[config.mk]
export PLATFORM = sky130hd
export DESIGN_NAME = cpl_stream_fmt
export DESIGN_NICKNAME = d
export VERILOG_FILES = /design/src/rtl/cpl_fmt_pkg.sv /design/src/rtl/cpl_fmt_pl_buf.sv /design/src/rtl/cpl_fmt_lane.sv /design/src/rtl/cpl_stream_fmt.sv
export SDC_FILE = /design/constraint.sdc
export NUM_CORES = 2
export LEC_CHECK = 0
export BUFFER_PORTS_ARGS = -buffer_cell sky130_fd_sc_hd__buf_2
export CAP_MARGIN = 5
export CORE_MARGIN = 1
export CORE_UTILIZATION = 35
export CTS_CLUSTER_SIZE = 16
export DETAILED_ROUTE_END_ITERATION = 16
export MAX_ROUTING_LAYER = met4
export SETUP_SLACK_MARGIN = 0.05
export SLEW_MARGIN = 40
export SYNTH_ARGS = -nofsm -noshare
export SYNTH_HDL_FRONTEND = slang
export SYNTH_SLANG_ARGS = --single-unit
[constraint.sdc]
create_clock -name clk_i -period 6.11 [get_ports clk_i]
set_input_delay 1.222 -clock clk_i [delete_from_list [all_inputs] [get_ports clk_i]]
set_output_delay 1.222 -clock clk_i [all_outputs]
set_load 0.03 [all_outputs]
[src/rtl/cpl_fmt_pkg.sv]
package cpl_fmt_pkg;

  typedef enum logic [1:0] {
    ST_IDLE,
    ST_LOAD,
    ST_SEND
  } fmt_state_e;

  // byte enables of payload Dword k in a payload of n Dwords
  function automatic logic [3:0] pl_byte_en(
    input logic [7:0] k,
    input logic [7:0] n,
    input logic       zero,
    input logic [1:0] addr_lo,
    input logic [1:0] bcnt_lo,
    input logic [3:0] first_be,
    input logic [3:0] last_be
  );
    logic [1:0] end_b;
    end_b = addr_lo + bcnt_lo - 2'd1;
    if (zero)                  return 4'h0;
    else if (n == 8'd1)        return first_be;
    else if (n == 8'd2)        return (k == 8'd0) ? first_be : last_be;
    else if (k == 8'd0)        return 4'hF << addr_lo;
    else if (k == n - 8'd1)    return 4'hF >> (2'd3 - end_b);
    else                       return 4'hF;
  endfunction

endpackage

[src/rtl/cpl_fmt_pl_buf.sv]
module cpl_fmt_pl_buf #(
  parameter int MAX_DW = 32,
  parameter int NRD    = 4,
  localparam int IDX_W = $clog2(MAX_DW)
) (
  input  logic                       clk_i,
  input  logic                       we_i,
  input  logic [IDX_W-1:0]           waddr_i,
  input  logic [31:0]                wdata_i,
  input  logic [NRD-1:0][IDX_W-1:0]  rd_idx_i,
  output logic [NRD-1:0][31:0]       rd_data_o
);

  logic [31:0] mem_q [MAX_DW];

  always_ff @(posedge clk_i) begin
    if (we_i) mem_q[waddr_i] <= wdata_i;
  end

  for (genvar i = 0; i < NRD; i++) begin : g_rd
    assign rd_data_o[i] = mem_q[rd_idx_i[i]];
  end

endmodule

[src/rtl/cpl_fmt_lane.sv]
module cpl_fmt_lane
  import cpl_fmt_pkg::*;
#(
  parameter int POS_W = 6,
  parameter int LEN_W = 6,
  parameter int IDX_W = 5
) (
  input  logic [POS_W-1:0] pos_i,
  input  logic [POS_W-1:0] start_i,
  input  logic [POS_W-1:0] total_i,
  input  logic [LEN_W-1:0] len_i,
  input  logic [95:0]      desc_i,
  input  logic             zero_i,
  input  logic [1:0]       addr_lo_i,
  input  logic [1:0]       bcnt_lo_i,
  input  logic [3:0]       first_be_i,
  input  logic [3:0]       last_be_i,
  output logic [IDX_W-1:0] rd_idx_o,
  input  logic [31:0]      rd_data_i,
  output logic [31:0]      data_o,
  output logic             keep_o,
  output logic [3:0]       be_o
);

  logic             in_pl;
  logic [POS_W-1:0] k;

  assign k        = pos_i - start_i;
  assign in_pl    = (pos_i >= start_i) && (pos_i < total_i);
  assign rd_idx_o = k[IDX_W-1:0];
  assign keep_o   = pos_i < total_i;

  always_comb begin
    data_o = '0;
    if (pos_i == POS_W'(0))      data_o = desc_i[31:0];
    else if (pos_i == POS_W'(1)) data_o = desc_i[63:32];
    else if (pos_i == POS_W'(2)) data_o = desc_i[95:64];
    else if (in_pl)              data_o = rd_data_i;
  end

  assign be_o = in_pl ? pl_byte_en(8'(k), 8'(len_i), zero_i, addr_lo_i, bcnt_lo_i,
                                   first_be_i, last_be_i)
                      : 4'h0;

endmodule

[src/rtl/cpl_stream_fmt.sv]
module cpl_stream_fmt
  import cpl_fmt_pkg::*;
#(
  parameter int DATA_W = 128,
  parameter int MAX_DW = 32,
  localparam int NDW   = DATA_W / 32,
  localparam int BE_W  = DATA_W / 8,
  localparam int LEN_W = $clog2(MAX_DW + 1)
) (
  input  logic              clk_i,
  input  logic              rst_ni,
  input  logic              cpl_valid_i,
  output logic              cpl_ready_o,
  input  logic [95:0]       cpl_desc_i,
  input  logic [LEN_W-1:0]  cpl_len_i,
  input  logic [1:0]        cpl_addr_lo_i,
  input  logic [1:0]        cpl_bcnt_lo_i,
  input  logic [3:0]        cpl_first_be_i,
  input  logic [3:0]        cpl_last_be_i,
  input  logic              cpl_zero_len_i,
  input  logic              cpl_align_i,
  input  logic [2:0]        cpl_addr_ofs_i,
  input  logic              pl_valid_i,
  output logic              pl_ready_o,
  input  logic [31:0]       pl_data_i,
  output logic              m_tvalid_o,
  input  logic              m_tready_i,
  output logic [DATA_W-1:0] m_tdata_o,
  output logic [NDW-1:0]    m_tkeep_o,
  output logic              m_tlast_o,
  output logic [32:0]       m_tuser_o
);

  localparam int IDX_W     = $clog2(MAX_DW);
  localparam int POS_W     = $clog2(MAX_DW + 2 * NDW + 16);
  localparam int HDR_SLOTS = ((3 + NDW - 1) / NDW) * NDW;
  localparam int DESC_BE_W = (NDW < 3) ? 4 * NDW : 12;

  fmt_state_e       state_q;
  logic [95:0]      desc_q;
  logic [LEN_W-1:0] len_q, wr_cnt_q, acc_len;
  logic [POS_W-1:0] start_q, total_q, beat_q, acc_start, base_pos;
  logic [POS_W:0]   beat_end;
  logic [1:0]       addr_lo_q, bcnt_lo_q;
  logic [3:0]       first_be_q, last_be_q;
  logic             zero_q, last_beat;

  assign cpl_ready_o = (state_q == ST_IDLE);
  assign pl_ready_o  = (state_q == ST_LOAD);
  assign m_tvalid_o  = (state_q == ST_SEND);

  assign acc_len   = (cpl_zero_len_i || cpl_len_i == '0) ? LEN_W'(1) : cpl_len_i;
  assign acc_start = cpl_align_i
                   ? POS_W'(HDR_SLOTS) + (POS_W'(cpl_addr_ofs_i) % POS_W'(NDW))
                   : POS_W'(3);

  assign base_pos  = POS_W'(beat_q * POS_W'(NDW));
  assign beat_end  = {1'b0, base_pos} + (POS_W + 1)'(NDW);
  assign last_beat = beat_end >= {1'b0, total_q};

  always_ff @(posedge clk_i or negedge rst_ni) begin
    if (!rst_ni) begin
      state_q    <= ST_IDLE;
      desc_q     <= '0;
      len_q      <= '0;
      wr_cnt_q   <= '0;
      start_q    <= '0;
      total_q    <= '0;
      beat_q     <= '0;
      addr_lo_q  <= '0;
      bcnt_lo_q  <= '0;
      first_be_q <= '0;
      last_be_q  <= '0;
      zero_q     <= 1'b0;
    end else begin
      unique case (state_q)
        ST_IDLE: if (cpl_valid_i) begin
          desc_q     <= cpl_desc_i;
          len_q      <= acc_len;
          start_q    <= acc_start;
          total_q    <= acc_start + POS_W'(acc_len);
          addr_lo_q  <= cpl_addr_lo_i;
          bcnt_lo_q  <= cpl_bcnt_lo_i;
          first_be_q <= cpl_first_be_i;
          last_be_q  <= cpl_last_be_i;
          zero_q     <= cpl_zero_len_i;
          wr_cnt_q   <= '0;
          state_q    <= ST_LOAD;
        end
        ST_LOAD: if (pl_valid_i) begin
          wr_cnt_q <= wr_cnt_q + 1'b1;
          if (wr_cnt_q == len_q - 1'b1) begin
            beat_q  <= '0;
            state_q <= ST_SEND;
          end
        end
        ST_SEND: if (m_tready_i) begin
          if (last_beat) state_q <= ST_IDLE;
          else           beat_q  <= beat_q + 1'b1;
        end
        default: state_q <= ST_IDLE;
      endcase
    end
  end

  logic [NDW-1:0][IDX_W-1:0] rd_idx;
  logic [NDW-1:0][31:0]      rd_data;
  logic [BE_W-1:0]           be_all;

  cpl_fmt_pl_buf #(.MAX_DW(MAX_DW), .NRD(NDW)) u_buf (
    .clk_i     (clk_i),
    .we_i      (pl_valid_i && pl_ready_o),
    .waddr_i   (wr_cnt_q[IDX_W-1:0]),
    .wdata_i   (pl_data_i),
    .rd_idx_i  (rd_idx),
    .rd_data_o (rd_data)
  );

  for (genvar j = 0; j < NDW; j++) begin : g_lane
    cpl_fmt_lane #(.POS_W(POS_W), .LEN_W(LEN_W), .IDX_W(IDX_W)) u_lane (
      .pos_i      (base_pos + POS_W'(j)),
      .start_i    (start_q),
      .total_i    (total_q),
      .len_i      (len_q),
      .desc_i     (desc_q),
      .zero_i     (zero_q),
      .addr_lo_i  (addr_lo_q),
      .bcnt_lo_i  (bcnt_lo_q),
      .first_be_i (first_be_q),
      .last_be_i  (last_be_q),
      .rd_idx_o   (rd_idx[j]),
      .rd_data_i  (rd_data[j]),
      .data_o     (m_tdata_o[32*j +: 32]),
      .keep_o     (m_tkeep_o[j]),
      .be_o       (be_all[4*j +: 4])
    );

    // enabled bytes only in kept lanes
    p_be_in_keep_r7: assert property (@(posedge clk_i) disable iff (!rst_ni)
      m_tvalid_o && (m_tuser_o[1+4*j +: 4] != 4'h0) |-> m_tkeep_o[j]);
  end

  assign m_tlast_o = m_tvalid_o && last_beat;
  assign m_tuser_o = {32'(be_all), m_tvalid_o && (beat_q == '0)};

  p_stall_hold_r4: assert property (@(posedge clk_i) disable iff (!rst_ni)
    m_tvalid_o && !m_tready_i |=> m_tvalid_o && $stable(m_tdata_o) &&
      $stable(m_tkeep_o) && $stable(m_tlast_o) && $stable(m_tuser_o));

  p_valid_to_last_r4: assert property (@(posedge clk_i) disable iff (!rst_ni)
    m_tvalid_o && m_tready_i && !m_tlast_o |=> m_tvalid_o);

  p_keep_full_r5: assert property (@(posedge clk_i) disable iff (!rst_ni)
    m_tvalid_o && !m_tlast_o |-> &m_tkeep_o);

  p_keep_contig_r5: assert property (@(posedge clk_i) disable iff (!rst_ni)
    m_tvalid_o |-> m_tkeep_o[0] && ((m_tkeep_o & (m_tkeep_o + 1'b1)) == '0));

  p_sof_first_r6: assert property (@(posedge clk_i) disable iff (!rst_ni)
    $rose(m_tvalid_o) |-> m_tuser_o[0]);

  p_sof_once_r6: assert property (@(posedge clk_i) disable iff (!rst_ni)
    m_tvalid_o && m_tready_i && !m_tlast_o |=> !m_tuser_o[0]);

  p_desc_no_be_r7: assert property (@(posedge clk_i) disable iff (!rst_ni)
    m_tvalid_o && m_tuser_o[0] |-> m_tuser_o[DESC_BE_W:1] == '0);

  p_no_accept_busy_r11: assert property (@(posedge clk_i) disable iff (!rst_ni)
    m_tvalid_o |-> !cpl_ready_o && !pl_ready_o);

  if (BE_W < 32) begin : g_upper
    p_be_upper_zero_r12: assert property (@(posedge clk_i) disable iff (!rst_ni)
      m_tuser_o[32:BE_W+1] == '0);
  end

endmodule

==> flow_metrics.env <==
export IMPL_wire_length_of_the_first_global_routing_pass_um=383700
export IMPL_drive_gt1_share_pct=33.15
export IMPL_critical_path_class="flip-flop to output port"
export IMPL_worst_hold_path_type="flip-flop to flip-flop"
export IMPL_synth_ff_type="sky130_fd_sc_hd__edfxtp_1"
export IMPL_core_footprint_um2=202700
export IMPL_timing_worst_slew_pin_value_ns=0.9701
export IMPL_post_synth_edffs=1024
export IMPL_grt_start_max_net_pins=115
export IMPL_boundaryPins=325
export IMPL_grt_pass1_vias=50450
export IMPL_clock_fmax_ghz=0.1647
export IMPL_clk_insertion_delay_late_ns=0.78
export IMPL_critical_path_endpoint_type="output port"
export IMPL_synth_warnings=0
export IMPL_chip_height_um=454.4
export IMPL_dr_pass1_iters=6
export IMPL_netlist_top_cell_by_area="sky130_fd_sc_hd__edfxtp_1"
export IMPL_total_of_fill_cells_in_the_finished_design=18475
export IMPL_gp_congestion=0.9277
export IMPL_outcome="completed"
export IMPL_synth_seq_area_share_pct=47.75
export IMPL_postCtsHoldBufs=0
export IMPL_synthMostInstantiatedCell="sky130_fd_sc_hd__nand2_1"
export IMPL_initial_core_util_pct=35.33
export IMPL_finish_utilization_pct=40.59
export IMPL_setup_violations=0
export IMPL_setup_repair_after_global_routing_missed_its_margin="yes"
export IMPL_place_detailed_instances=7880
export IMPL_final_number_of_max_transition_violations=0
export IMPL_final_cell_count_no_fill=8161
export IMPL_grt_overflow_total=0
export IMPL_number_of_antenna_violations_at_the_first_check_in_global_routing=54
export IMPL_mapped_cells=5102
export IMPL_drt_initial_drc_count=9094
export IMPL_fin_crit_ns=6.073
export IMPL_floorplan_die_area_um2=206500
export IMPL_cts_htree_levels=4
export IMPL_chipWidth_um=454.4
export IMPL_synth_async_reset_ratio_pct=11.88
export IMPL_areaGrowthSynthToFinish_pct=14.89
export IMPL_synthesis_stage_register_bit_count=1162
export IMPL_drc_errors=0
export IMPL_cts_root_buffer="sky130_fd_sc_hd__clkbuf_16"
export IMPL_clk_pin_slew_worst_paths_ns=0.06
export IMPL_fin_nets=5549
export IMPL_routed_via_count=53896
export IMPL_final_hold_viol_count=0
export IMPL_cp_max_fo=35
export IMPL_syn_avg_cell_area_um2=14.04
export IMPL_timing_final_crit_share_pct=99.39
export IMPL_startpoint_type="flip-flop"
export IMPL_relSlewSlack_pct=35.02
export IMPL_worstPathRequired_ns=4.89
export IMPL_tritoncts_clock_tree="done"
export IMPL_clock_skew_final_ns=0.04109
export IMPL_drt_vias_per_instance=6.604
export IMPL_routed_wirelength_um=276100
export IMPL_clk_path_buf_depth=3
export IMPL_synth_area_leaders="sky130_fd_sc_hd__edfxtp_1 43%, sky130_fd_sc_hd__mux4_2 29%, sky130_fd_sc_hd__nand2_1 5.8%"
export IMPL_synth_top_cells_by_count="1110 x sky130_fd_sc_hd__nand2_1, 1024 x sky130_fd_sc_hd__edfxtp_1, 924 x sky130_fd_sc_hd__mux4_2"
export IMPL_tritoncts_num_buffers=130
export IMPL_totalNegativeSetupSlack_ns=0
export IMPL_clock_sinks=1162
export IMPL_max_cap_viol_count=0
export IMPL_post_synth_num_cell_types=74
export IMPL_placementRows=165
export IMPL_groute_usage_overall_pct=27.02
export IMPL_antenna_left=0
export IMPL_detailed_place_hpwl_um=175100
export IMPL_synth_area_um2=71630
export IMPL_portBuffers=307
export IMPL_synthDominantCellAreaShare_pct=42.93
export IMPL_timing_critical_path_arrival_ns=4.85
export IMPL_drt_wirelength_per_cell_um=33.83
registers in the layout (all words and copies together), names as in the netlist:
| name | cells |
|---|---|
| state_q | 2 |
| desc_q | 96 |
| last_be_q | 4 |
| first_be_q | 4 |
| zero_q | 1 |
| wr_cnt_q | 6 |
| u_buf.mem_q | 1024 |
| beat_q | 6 |
| bcnt_lo_q | 2 |
| addr_lo_q | 2 |
| start_q | 3 |
| len_q | 6 |
| total_q | 6 |
repair_timing:
action | in CTS | in global routing
buffers inserted | 8 | 4
resized for setup | 7 | 6
pin swaps | 1 | 2
endpoints found under the setup margin | 23 | 16
cloned | 1 | 0
area by class of cell:
class / instances / area [µm²] / area share [%]
Inverter: 27 / 103.9 / 0.1262
Antenna cell: 35 / 87.58 / 0.1064
Clock inverter: 72 / 609.3 / 0.7404
Tap cell: 2672 / 3343 / 4.062
Sequential cell: 1162 / 34210 / 41.57
Timing Repair Buffer: 582 / 4612 / 5.604
Clock buffer: 157 / 3501 / 4.254
Multi-Input combinational cell: 3454 / 35830 / 43.54
worst max-delay path, stage by stage (launching register included):
cell and delay [ns]:
sky130_fd_sc_hd__dfrtp_4 0.61, sky130_fd_sc_hd__inv_4 0.25, sky130_fd_sc_hd__fa_2 0.55, sky130_fd_sc_hd__a21oi_1 0.37
sky130_fd_sc_hd__xnor2_2 0.13, sky130_fd_sc_hd__buf_12 0.23, sky130_fd_sc_hd__and3_1 0.21, sky130_fd_sc_hd__a311oi_1 0.38
sky130_fd_sc_hd__a31oi_1 0.26, sky130_fd_sc_hd__o21ai_0 0.68, sky130_fd_sc_hd__buf_2 0.32
cells by family after synthesis:
group	Yosys count	synth area share, %
buf+inv	501	3.289
xor+xnor	61	0.8140
other cells	1	0.005235
compound gates	581	5.265
simple gates	1544	9.048
fa+ha+maj	36	0.6498
flops	1162	47.75
mux	1216	33.18
per-layer routing:
metal  global-route usage [%]  vias to the layer above  wire length [µm]
met2                    40.24                     4299            125300
met5                        -                        -                 0
met1                    33.49                    27826            100400
met3                    8.620                      749             36710
li1                         -                    21022                 -
met4                    12.31                        0             13680
path summary, 6_finish.rpt:
path,startpoint,end,slack [ns],cells past startpoint
max reg2reg,state_q[1],u_buf.mem_q[11][27],2.53,5
min reg2reg,desc_q[57],desc_q[57],0.47,2
max,start_q[1],m_tdata_o[73],0.04,10
min in group asynchronous,rst_ni,desc_q[34],0.51,1
min,desc_q[57],desc_q[57],0.47,2
max in group asynchronous,rst_ni,desc_q[59],4.34,2
per-stage QoR:
step | hold WS, ns | area (µm²) | setup WS [ns]
after floorplan | 0.4369 | 71690 | 0.6551
after global placement | 0.4579 | 77390 | 0.3690
after detailed placement | 0.4630 | 77720 | 0.4991
after CTS | 0.4780 | 81990 | 0.07921
after global routing | 0.4874 | 82280 | 0.04022
final | 0.4743 | 82300 | 0.03697
cell usage in the layout (no fill, tap or decap), drive strengths merged, types with 8 or more instances in the layout:
cell type / n
a211oi: 57
a21oi: 145
a22oi: 15
a311oi: 68
a31oi: 63
a32oi: 30
and2: 23
and3: 46
buf: 580
bufinv: 9
clkbuf: 158
clkinv: 56
conb: 16
dfrtp: 138
diode: 35
edfxtp: 1024
ha: 34
inv: 30
mux2: 15
mux2i: 276
mux4: 925
nand2: 1110
nand2b: 10
nand3: 126
nand4: 24
nor2: 116
nor2b: 24
nor3: 9
nor4: 30
o2111ai: 20
o21ai: 129
o22ai: 8
xnor2: 41
xor2: 17
Power is left out: the tool's default activity adds up to more than one toggle a clock period on the data nets, which glitch-free logic cannot reach.
